[src/rtl/evt_pkg.sv]
// Shared definitions for the capture/compare channel.
// Assumes an 8-bit control byte whose field positions are fixed by software.
package evt_pkg;
    localparam int CTRL_W   = 8;
    localparam int CE_BIT   = 6;
    localparam int MODE_HI  = 5;
    localparam int MODE_LO  = 4;
    localparam int REARM_BIT = 3;

    typedef enum logic [1:0] {
        ACT_KEEP   = 2'b00,
        ACT_CLEAR  = 2'b01,
        ACT_SET    = 2'b10,
        ACT_INVERT = 2'b11
    } cmp_act_e;
endpackage

[src/rtl/evt_edge_sync.sv]
// Synchroniser chain plus edge detector for the capture input.
// Assumes din is asynchronous; STAGES must be at least 2.
module evt_edge_sync #(
    parameter int STAGES = 2
) (
    input  logic clk,
    input  logic rst_n,
    input  logic din,
    output logic rise,
    output logic fall
);
    logic [STAGES-1:0] chain;
    logic              last;

    // first stage samples the raw pin
    always_ff @(posedge clk) begin
        if (!rst_n) chain[0] <= 1'b0;
        else        chain[0] <= din;
    end

    genvar g;
    generate
        for (g = 1; g < STAGES; g++) begin : g_stage
            // each further stage resamples the one before it
            always_ff @(posedge clk) begin
                if (!rst_n) chain[g] <= 1'b0;
                else        chain[g] <= chain[g-1];
            end
        end
    endgenerate

    // remember the previous synchronised level for edge detection
    always_ff @(posedge clk) begin
        if (!rst_n) last <= 1'b0;
        else        last <= chain[STAGES-1];
    end

    assign rise = chain[STAGES-1] & ~last;
    assign fall = ~chain[STAGES-1] & last;
endmodule

[src/rtl/evt_capture.sv]
// Capture qualification plus event/overrun flags.
// Assumes rise/fall are single-cycle synchronous pulses.
module evt_capture (
    input  logic       clk,
    input  logic       rst_n,
    input  logic       cap_en,
    input  logic [1:0] edge_sel,
    input  logic       rise,
    input  logic       fall,
    input  logic       clr,
    output logic       cap_hit,
    output logic       evt_flag,
    output logic       ovr_flag
);
    assign cap_hit = cap_en & ((edge_sel[1] & rise) | (edge_sel[0] & fall));

    // event pending: set by capture, cleared by time read
    always_ff @(posedge clk) begin
        if (!rst_n)       evt_flag <= 1'b0;
        else if (cap_hit) evt_flag <= 1'b1;
        else if (clr)     evt_flag <= 1'b0;
    end

    // overrun: capture over a pending, uncleared event
    always_ff @(posedge clk) begin
        if (!rst_n)                          ovr_flag <= 1'b0;
        else if (cap_hit && evt_flag && !clr) ovr_flag <= 1'b1;
        else if (clr)                        ovr_flag <= 1'b0;
    end

    assert_flag_set_R3: assert property (@(posedge clk) disable iff (!rst_n)
        cap_hit |=> evt_flag);
    assert_overrun_R4: assert property (@(posedge clk) disable iff (!rst_n)
        (cap_hit && evt_flag && !clr) |=> ovr_flag);
    assert_clear_R3: assert property (@(posedge clk) disable iff (!rst_n)
        (clr && !cap_hit) |=> (!evt_flag && !ovr_flag));
endmodule

[src/rtl/evt_compare.sv]
// Compare engine: match detection, one-shot arming and pin action.
// Assumes evt_time changes only via software writes while ce is set.
module evt_compare
    import evt_pkg::*;
#(
    parameter int TIMER_W = 16
) (
    input  logic               clk,
    input  logic               rst_n,
    input  logic               ce,
    input  cmp_act_e           act,
    input  logic               rearm,
    input  logic               arm_set,
    input  logic [TIMER_W-1:0] timer,
    input  logic [TIMER_W-1:0] evt_time,
    output logic               pin_out
);
    logic armed;
    logic fire;

    assign fire = ce & armed & (timer == evt_time);

    // arming state: re-armed by time write, dropped after a one-shot
    always_ff @(posedge clk) begin
        if (!rst_n)              armed <= 1'b1;
        else if (arm_set)        armed <= 1'b1;
        else if (fire && !rearm) armed <= 1'b0;
    end

    // output pin driven only by a firing compare
    always_ff @(posedge clk) begin
        if (!rst_n) pin_out <= 1'b0;
        else if (fire) begin
            unique case (act)
                ACT_KEEP:   pin_out <= pin_out;
                ACT_CLEAR:  pin_out <= 1'b0;
                ACT_SET:    pin_out <= 1'b1;
                ACT_INVERT: pin_out <= ~pin_out;
            endcase
        end
    end

    assert_pin_hold_R8: assert property (@(posedge clk) disable iff (!rst_n)
        !fire |=> $stable(pin_out));
    assert_set_action_R5: assert property (@(posedge clk) disable iff (!rst_n)
        (fire && act == ACT_SET) |=> pin_out);
    assert_clear_action_R5: assert property (@(posedge clk) disable iff (!rst_n)
        (fire && act == ACT_CLEAR) |=> !pin_out);
    assert_invert_action_R5: assert property (@(posedge clk) disable iff (!rst_n)
        (fire && act == ACT_INVERT) |=> (pin_out != $past(pin_out)));
    assert_one_shot_R6: assert property (@(posedge clk) disable iff (!rst_n)
        (fire && !rearm && !arm_set) |=> !armed);
endmodule

[src/rtl/evt_channel.sv]
// Top of the capture/compare channel: registers, read mux and sub-units.
// Assumes TIMER_W >= 8 and a free-running timer supplied synchronously.
module evt_channel
    import evt_pkg::*;
#(
    parameter int TIMER_W     = 16,
    parameter int SYNC_STAGES = 2
) (
    input  logic               clk,
    input  logic               rst_n,
    input  logic               wr_en,
    input  logic               wr_sel,
    input  logic [TIMER_W-1:0] wr_data,
    input  logic               rd_en,
    input  logic               rd_sel,
    output logic [TIMER_W-1:0] rd_data,
    input  logic [TIMER_W-1:0] timer,
    input  logic               pin_in,
    output logic               pin_out,
    output logic               evt_flag,
    output logic               ovr_flag
);
    localparam int PAD_W = TIMER_W - CTRL_W;

    logic [CTRL_W-1:0]  ctrl_q;
    logic [TIMER_W-1:0] time_q;
    logic rise, fall, cap_hit, time_wr, time_rd, cmp_mode;

    assign cmp_mode = ctrl_q[CE_BIT];
    assign time_wr  = wr_en & wr_sel;
    assign time_rd  = rd_en & rd_sel;

    // control register write
    always_ff @(posedge clk) begin
        if (!rst_n)              ctrl_q <= '0;
        else if (wr_en && !wr_sel) ctrl_q <= wr_data[CTRL_W-1:0];
    end

    // event-time register: software write, else capture
    always_ff @(posedge clk) begin
        if (!rst_n)       time_q <= '0;
        else if (time_wr) time_q <= wr_data;
        else if (cap_hit) time_q <= timer;
    end

    assign rd_data = rd_sel ? time_q : {{PAD_W{1'b0}}, ctrl_q};

    evt_edge_sync #(.STAGES(SYNC_STAGES)) u_sync (
        .clk(clk), .rst_n(rst_n), .din(pin_in), .rise(rise), .fall(fall)
    );

    evt_capture u_cap (
        .clk(clk), .rst_n(rst_n), .cap_en(!cmp_mode),
        .edge_sel(ctrl_q[MODE_HI:MODE_LO]), .rise(rise), .fall(fall),
        .clr(time_rd), .cap_hit(cap_hit), .evt_flag(evt_flag), .ovr_flag(ovr_flag)
    );

    evt_compare #(.TIMER_W(TIMER_W)) u_cmp (
        .clk(clk), .rst_n(rst_n), .ce(cmp_mode),
        .act(cmp_act_e'(ctrl_q[MODE_HI:MODE_LO])), .rearm(ctrl_q[REARM_BIT]),
        .arm_set(time_wr), .timer(timer), .evt_time(time_q), .pin_out(pin_out)
    );

    assert_no_capture_in_compare_R9: assert property (@(posedge clk) disable iff (!rst_n)
        (cmp_mode && !time_wr) |=> $stable(time_q));
    assert_ctrl_write_pin_R8: assert property (@(posedge clk) disable iff (!rst_n)
        (wr_en && !wr_sel && !cmp_mode) |=> $stable(pin_out));
endmodule

[config.mk]
export PLATFORM = sky130hd
export DESIGN_NAME = evt_channel
export DESIGN_NICKNAME = d
export VERILOG_FILES = /design/src/rtl/evt_pkg.sv /design/src/rtl/evt_edge_sync.sv /design/src/rtl/evt_capture.sv /design/src/rtl/evt_compare.sv /design/src/rtl/evt_channel.sv
export SDC_FILE = /design/constraint.sdc
export NUM_CORES = 1
export LEC_CHECK = 0
export BUFFER_PORTS_ARGS = -buffer_cell sky130_fd_sc_hd__buf_4
export CORE_MARGIN = 4
export CORE_UTILIZATION = 25
export CTS_CLUSTER_SIZE = 25
export DETAILED_ROUTE_END_ITERATION = 16
export GPL_ROUTABILITY_DRIVEN = 1
export GPL_TIMING_DRIVEN = 1
export REMOVE_ABC_BUFFERS = 1
export SETUP_SLACK_MARGIN = 0.2
export SLEW_MARGIN = 20
export SYNTH_ARGS = -nofsm -noshare
export SYNTH_HDL_FRONTEND = slang
export SYNTH_HIERARCHICAL = 1
export SYNTH_SLANG_ARGS = --single-unit
[constraint.sdc]
create_clock -name clk -period 1.5 [get_ports clk]
set_clock_uncertainty 0.15 [all_clocks]
set_input_delay 0.15 -clock clk [delete_from_list [all_inputs] [get_ports clk]]
set_output_delay 0.15 -clock clk [all_outputs]
set_load 0.02 [all_outputs]
==> flow_summary.yaml, run 1 <==
outcome:
  status: "finished with violations"
  violations: "negative setup slack"
sta:
  period_share_pct: 109
  max_freq_mhz: 613
  slew_viol_final: 0
  setup_violations: 3
  fin_crit_ps: 1630
  tightest_slew_ps: 376
  slew_headroom_pct: 74.9
  fin_ws_ps: -133
  hold_viol: 0
  rsz0062_at_grt: "true"
setup_path:
  cp.arrival_ps: 1650
  rrSetupSlack_ps: -130
  ff2ff_path_depth: 6
  crit_type: "reg2reg"
  cp-end-kind: "register"
  rr_endpoint: "u_cmp/pin_out"
  r2r-start: "time_q[7]"
  cp.required_ps: 1520
  path_max_fanout: 3
  cp-start-kind: "register"
clock_network:
  clk_path_buf_depth: 2
  cts_sinks: 31
  root_buffer: "clkbuf_8"
  clk-insertion-delay-late_ps: 270
  h-tree-depth: 2
  tritoncts: "done"
  clk_pin_slew_worst_paths_ps: 60
  cts_inserted_buffers: 5
layout:
  multi_input_area_um2: 1020
  fillers: 658
  instances_no_fill: 330
  post-route-cell-area_um2: 2650
  nets: 293
  register_area_um2: 638
  utilization_pct: 42.0
  syn2layout_area_growth_pct: 63.0
  n_antenna_cell: 0
  layout-drive-gt1-share_pct: 49.4
floorplanning:
  start_util_pct: 25.7
  rows: 29
  design.core.area_um2: 6310
  dieArea_um2: 7860
  die_w_um: 88.6
  die_y_um: 88.6
  ios: 58
grt:
  grt_pass1_wl_um: 7120
  grt_pass1_vias: 1536
  grt_start_max_net_pins: 34
  grt_use_total_pct: 12.0
  grt_overflow_total: 0
  antenna_found_initial: 0
placed_design:
  place_area_um2: 2220
  gp_congestion: 0.653
  place_inst: 309
  place_ws_ps: -211
  port_buffers: 57
  dp_hpwl_um: 2990
pwr:
  sw_frac_of_total_pct: 26.3
  power_frac_comb_pct: 24.9
  power.internal_uw: 1470
  pwr-share-seq_pct: 45.6
  clkPwrFrac_pct: 29.6
  p_switching_uw: 523
  leakage_uw: 0.00111
  power.density_nw_per_um2: 750
  vdd_drop_max_mv: 0.505
logic_synthesis:
  synth-seq-cells: 31
  synth.distinct_cells: 29
  seq_area_frac_synth_pct: 38.2
  mappedNetlistArea_um2: 1630
  yosys_warnings: 6
  postSynthCellCount: 169
  avgSynthCellArea_um2: 9.62
route:
  wire_per_inst_um: 13.8
  vias: 1476
  antenna_left: 0
  via_per_inst: 4.47
  drt_first_pass_iters: 4
  drt-initial-drc-count: 67
  wl_um: 4540
  drc: 0
hold_path:
  worstHoldPathType: "in2reg"
  holdPathEnd: "time_q[13]"
  holdPathStages: 3
  min_from: "wr_data[13]"
job:
  maxCapViolations: 0
critical path: stages, from the launching register on:
cell     delay, ps
dfxtp_2        330
xor2_1         170
nor3_2         220
buf_4          140
nand3_1        120
o31a_1         300
o21a_1         100
cell usage in the layout (no fill, tap or decap), drive strengths merged:
cell         netlist  final
o31ai              1      1
mux2               7      7
a22oi              1      1
mux2i             24     24
nand4              1      1
buf                7     79
o21ai             19     19
a21oi             16     16
nor3               2      2
nand2              4      4
o31a               1      1
inv                3      3
nand4b             1      1
dlygate4sd3        0      8
clkbuf             3      7
o21a               1      1
nor4               3      3
dfxtp             31     31
nand3              1      1
and2              12     12
xor2              15     15
nor2b             12     12
nand3b             3      3
xnor2              1      1
power groups by stage:
stage | Sequential, µW | Clock (µW) | Combinational, µW
final | 906 | 588 | 494
after global routing | 912 | 653 | 537
after CTS | 902 | 615 | 470
after detailed placement | 914 | 0 | 398
after global placement | 912 | 0 | 395
after floorplan | 912 | 0 | 180
flip-flops by register name, indices dropped and copies added (netlist names):
name            cells
u_sync/chain        2
time_q             16
u_cmp/pin_out       1
u_cmp/armed         1
ctrl_q              8
u_cap/evt_flag      1
u_sync/last         1
u_cap/ovr_flag      1
cells by family (layout without fill, tap and decap cells):
| kind of cell | count (synthesis) | count (layout) | synth area share, % |
|---|---|---|---|
| AO/OA/AOI/OAI | 39 | 39 | 13.0 |
| AND/OR/NAND/NOR | 39 | 39 | 15.2 |
| multiplexers | 31 | 31 | 19.6 |
| flip-flops | 31 | 31 | 38.2 |
| XOR/XNOR | 16 | 16 | 8.62 |
| buffers and inverters | 13 | 97 | 5.39 |
worst max path at each step:
stage | startpoint | end | slack, ps
finish | time_q[7] | u_cmp/pin_out | -130
global route | time_q[2] | u_cmp/pin_out | -220
CTS | time_q[1] | u_cmp/pin_out | -100
detailed placement | time_q[10] | u_cmp/pin_out | -210
global placement | time_q[10] | u_cmp/pin_out | -190
floorplan | u_sync/chain[1] | time_q[0] | -740
Yosys cell counts:
| cell | instances | area, µm² |
|---|---|---|
| buf_12 | 1 | 20.0 |
| o21ai_0 | 17 | 85.1 |
| nand3b_1 | 3 | 22.5 |
| nor2b_1 | 11 | 68.8 |
| a22oi_2 | 1 | 12.5 |
| o31ai_1 | 1 | 7.51 |
| a21oi_1 | 16 | 80.1 |
| buf_6 | 2 | 22.5 |
| o21ai_1 | 2 | 10.0 |
| mux2_2 | 7 | 78.8 |
| mux2i_1 | 24 | 240 |
| o31a_1 | 1 | 8.76 |
| dfxtp_1 | 31 | 621 |
| nand2_2 | 1 | 6.26 |
| nor3_1 | 2 | 10.0 |
| clkbuf_1 | 3 | 11.3 |
| nand4_1 | 1 | 6.26 |
| nor2b_4 | 1 | 13.8 |
| and2_1 | 12 | 75.1 |
| buf_2 | 3 | 15.0 |
| inv_1 | 3 | 11.3 |
| xor2_1 | 15 | 131 |
| o21a_1 | 1 | 7.51 |
| buf_4 | 1 | 7.51 |
| nand2_1 | 3 | 11.3 |
| xnor2_1 | 1 | 8.76 |
| nor4_1 | 3 | 18.8 |
| nand3_1 | 1 | 5.00 |
| nand4b_1 | 1 | 8.76 |
stage by stage:
stage	hold WS (ps)	power [µW]	TNS, ps
finish	9.33	1990	-271
global route	17.4	2100	-1710
CTS	0.244	1990	-198
floorplan	83.2	1090	-11850
global placement	207	1310	-313
detailed placement	210	1310	-428
routing by layer:
metal / track usage, % / wire, µm / up-vias / part of all wire [%]
met5: 0 / 0 / - / 0
met4: 4.26 / 70 / 0 / 1.5
met3: 3.45 / 269 / 7 / 5.9
met2: 20.4 / 2230 / 39 / 49
met1: 14.2 / 1970 / 671 / 43
li1: - / - / 759 / -
cell type report:
| type | instances | area share [%] |
|---|---|---|
| clock buffers | 6 | 2.74 |
| inverters | 3 | 0.425 |
| multi-input cells | 125 | 38.6 |
| flip-flops and latches | 31 | 24.1 |
| well taps | 77 | 3.64 |
| repair buffers | 88 | 30.5 |
repair_timing:
action                                 CTS  global route
pin swaps                               10             7
cloned                                   0             1
setup endpoints to repair               29            29
endpoints found under the hold margin    8             0
buffers inserted                         6             0
hold buffers                             8             0
gates resized for setup                 43            19
Power figures use the tool's default switching activity.
==> run 2, diff against run 1 <==
Settings changed: CORE_UTILIZATION 25 to 35.
==> run 2 against run 1 <==
- the flow still finishes with violations (negative setup slack)
- hold slack lost 7.0 ps
- register-to-register slack improved by 40 ps
- routed wire length down 8.2%
- cell count is 6.7% lower
- worst setup slack gained 13 ps
- largest cell class unchanged
- critical path type is now reg2out
- global-route usage is 2.3 points higher
==> flow_summary.yaml, run 2 (same netlist as run 1, synthesis figures left out) <==
route:
  drc: 0
  drt_first_pass_iters: 6
  drt-initial-drc-count: 48
  antenna_left: 0
  wl_um: 4170
  wire_per_inst_um: 13.5
  via_per_inst: 4.71
  vias: 1451
grt:
  grt_overflow_total: 0
  grt_start_max_net_pins: 34
  use_met2_pct: 23.7
  top_usage_layer: "met2"
  grtUsageMet3_pct: 4.96
  grt_pass1_vias: 1428
  grt_use_total_pct: 14.2
  antenna_found_initial: 0
  grtUsageMet1_pct: 16.9
  grt_pass1_wl_um: 6700
floorplanning:
  ios: 58
  design.core.area_um2: 4410
  die_y_um: 76.1
  start_util_pct: 36.8
  rows: 24
  dieArea_um2: 5800
  die_w_um: 76.1
setup_path:
  crit_top_cell: "buf_6"
  slowest_delay_ps: 320
  cp-start-kind: "register"
  path_cells: "buf_4, buf_6, buf_6, mux2_4, buf_6"
  crit_type: "reg2out"
  cp.required_ps: 1200
  critPathSlowestCell: "dfxtp_2"
  cp.arrival_ps: 1320
  path_max_fanout: 2
  cp-end-kind: "output pin"
sta:
  hold_slack_ps: 2.33
  max_freq_mhz: 617
  setup_violations: 3
  period_share_pct: 108
  fin_crit_ps: 1620
  slew_headroom_pct: 75.2
  fin_ws_ps: -119
  rsz0062_at_grt: "true"
  slew_viol_final: 0
  hold_viol: 0
  tightest_slew_ps: 371
layout:
  mostFrequentLayoutCells: "54 x buf_4, 25 x buf_6, 24 x mux2i_1"
  layout-drive-gt1-share_pct: 49.2
  final_common_cell: "buf_4"
  instances_no_fill: 308
  post-route-cell-area_um2: 2610
  largest_reg_flops: 16
  nets: 294
  n_antenna_cell: 0
  syn2layout_area_growth_pct: 60.8
  top_register: "time_q"
  reg.largest.list: "time_q x16, ctrl_q x8, u_sync/chain x2"
clock_network:
  cts_sinks: 31
  clk-insertion-delay-late_ps: 280
  tritoncts: "done"
  clk_path_buf_depth: 2
  root_buffer: "clkbuf_8"
  cts_inserted_buffers: 5
  h-tree-depth: 2
  clk_pin_slew_worst_paths_ps: 60
placed_design:
  port_buffers: 57
  place_area_um2: 2180
  gp_congestion: 0.688
  dp_hpwl_um: 2850
  place_inst: 284
outcome:
  violations: "negative setup slack"
  status: "finished with violations"
pwr:
  leakage_uw: 0.00112
  power.density_nw_per_um2: 801
  vdd_drop_max_mv: 0.546
job:
  maxCapViolations: 0
hold_path:
  worstHoldPathType: "in2reg"
[run 2: cell type report]
| class | instances | area, µm² |
|---|---|---|
| inverter | 3 | 11.3 |
| timing repair buffer | 89 | 797 |
| sequential | 31 | 644 |
| tap | 52 | 65.1 |
| clock buffer | 8 | 100 |
| multi-input combinational | 125 | 996 |
| fill | 404 | 1800 |
[run 2: power by group]
group          switching [µW]  internal, µW
Clock                     299           418
Sequential               32.5           872
Combinational             196           275
[run 2: stage by stage]
step | setup slack (ps) | TNS, ps | power, µW | utilization (%)
global route | -187 | -1840 | 2200 | 59.2
CTS | -92.7 | -314 | 2090 | 57.5
global placement | -128 | -331 | 1300 | 49.3
floorplan | -740 | -11850 | 1090 | -
finish | -119 | -252 | 2090 | 59.2
detailed placement | -142 | -356 | 1310 | 49.3
[run 2: critical path: cells and delay by family (launching register included)]
| kind | cells | cell delay (ps) |
|---|---|---|
| buffers and inverters | 4 | 460 |
| DFF | 1 | 320 |
| muxes | 1 | 250 |
[run 2: metal layers]
layer / share of wire (%) / vias to the layer above
li1: - / 757
met1: 46 / 655
met2: 48 / 32
met3: 5.3 / 7
met4: 1.2 / 0
met5: 0 / -
[run 2: final timing paths]
kind,from,endpoint,slack [ps],cells past startpoint
min reg2reg,u_sync/chain[0],u_sync/chain[1],280,1
max,time_q[0],rd_data[0],-120,5
max reg2reg,time_q[0],u_cmp/pin_out,-90,5
min,wr_data[13],time_q[13],2,3
[run 2: repair_timing]
item / 4_1_cts / 5_1_grt
buffers inserted: 5 / 1
cloned: 1 / 0
setup endpoints to repair: 30 / 30
pin swaps: 15 / 12
hold buffers: 9 / 0
resized for setup: 48 / 18
endpoints found under the hold margin: 10 / 0
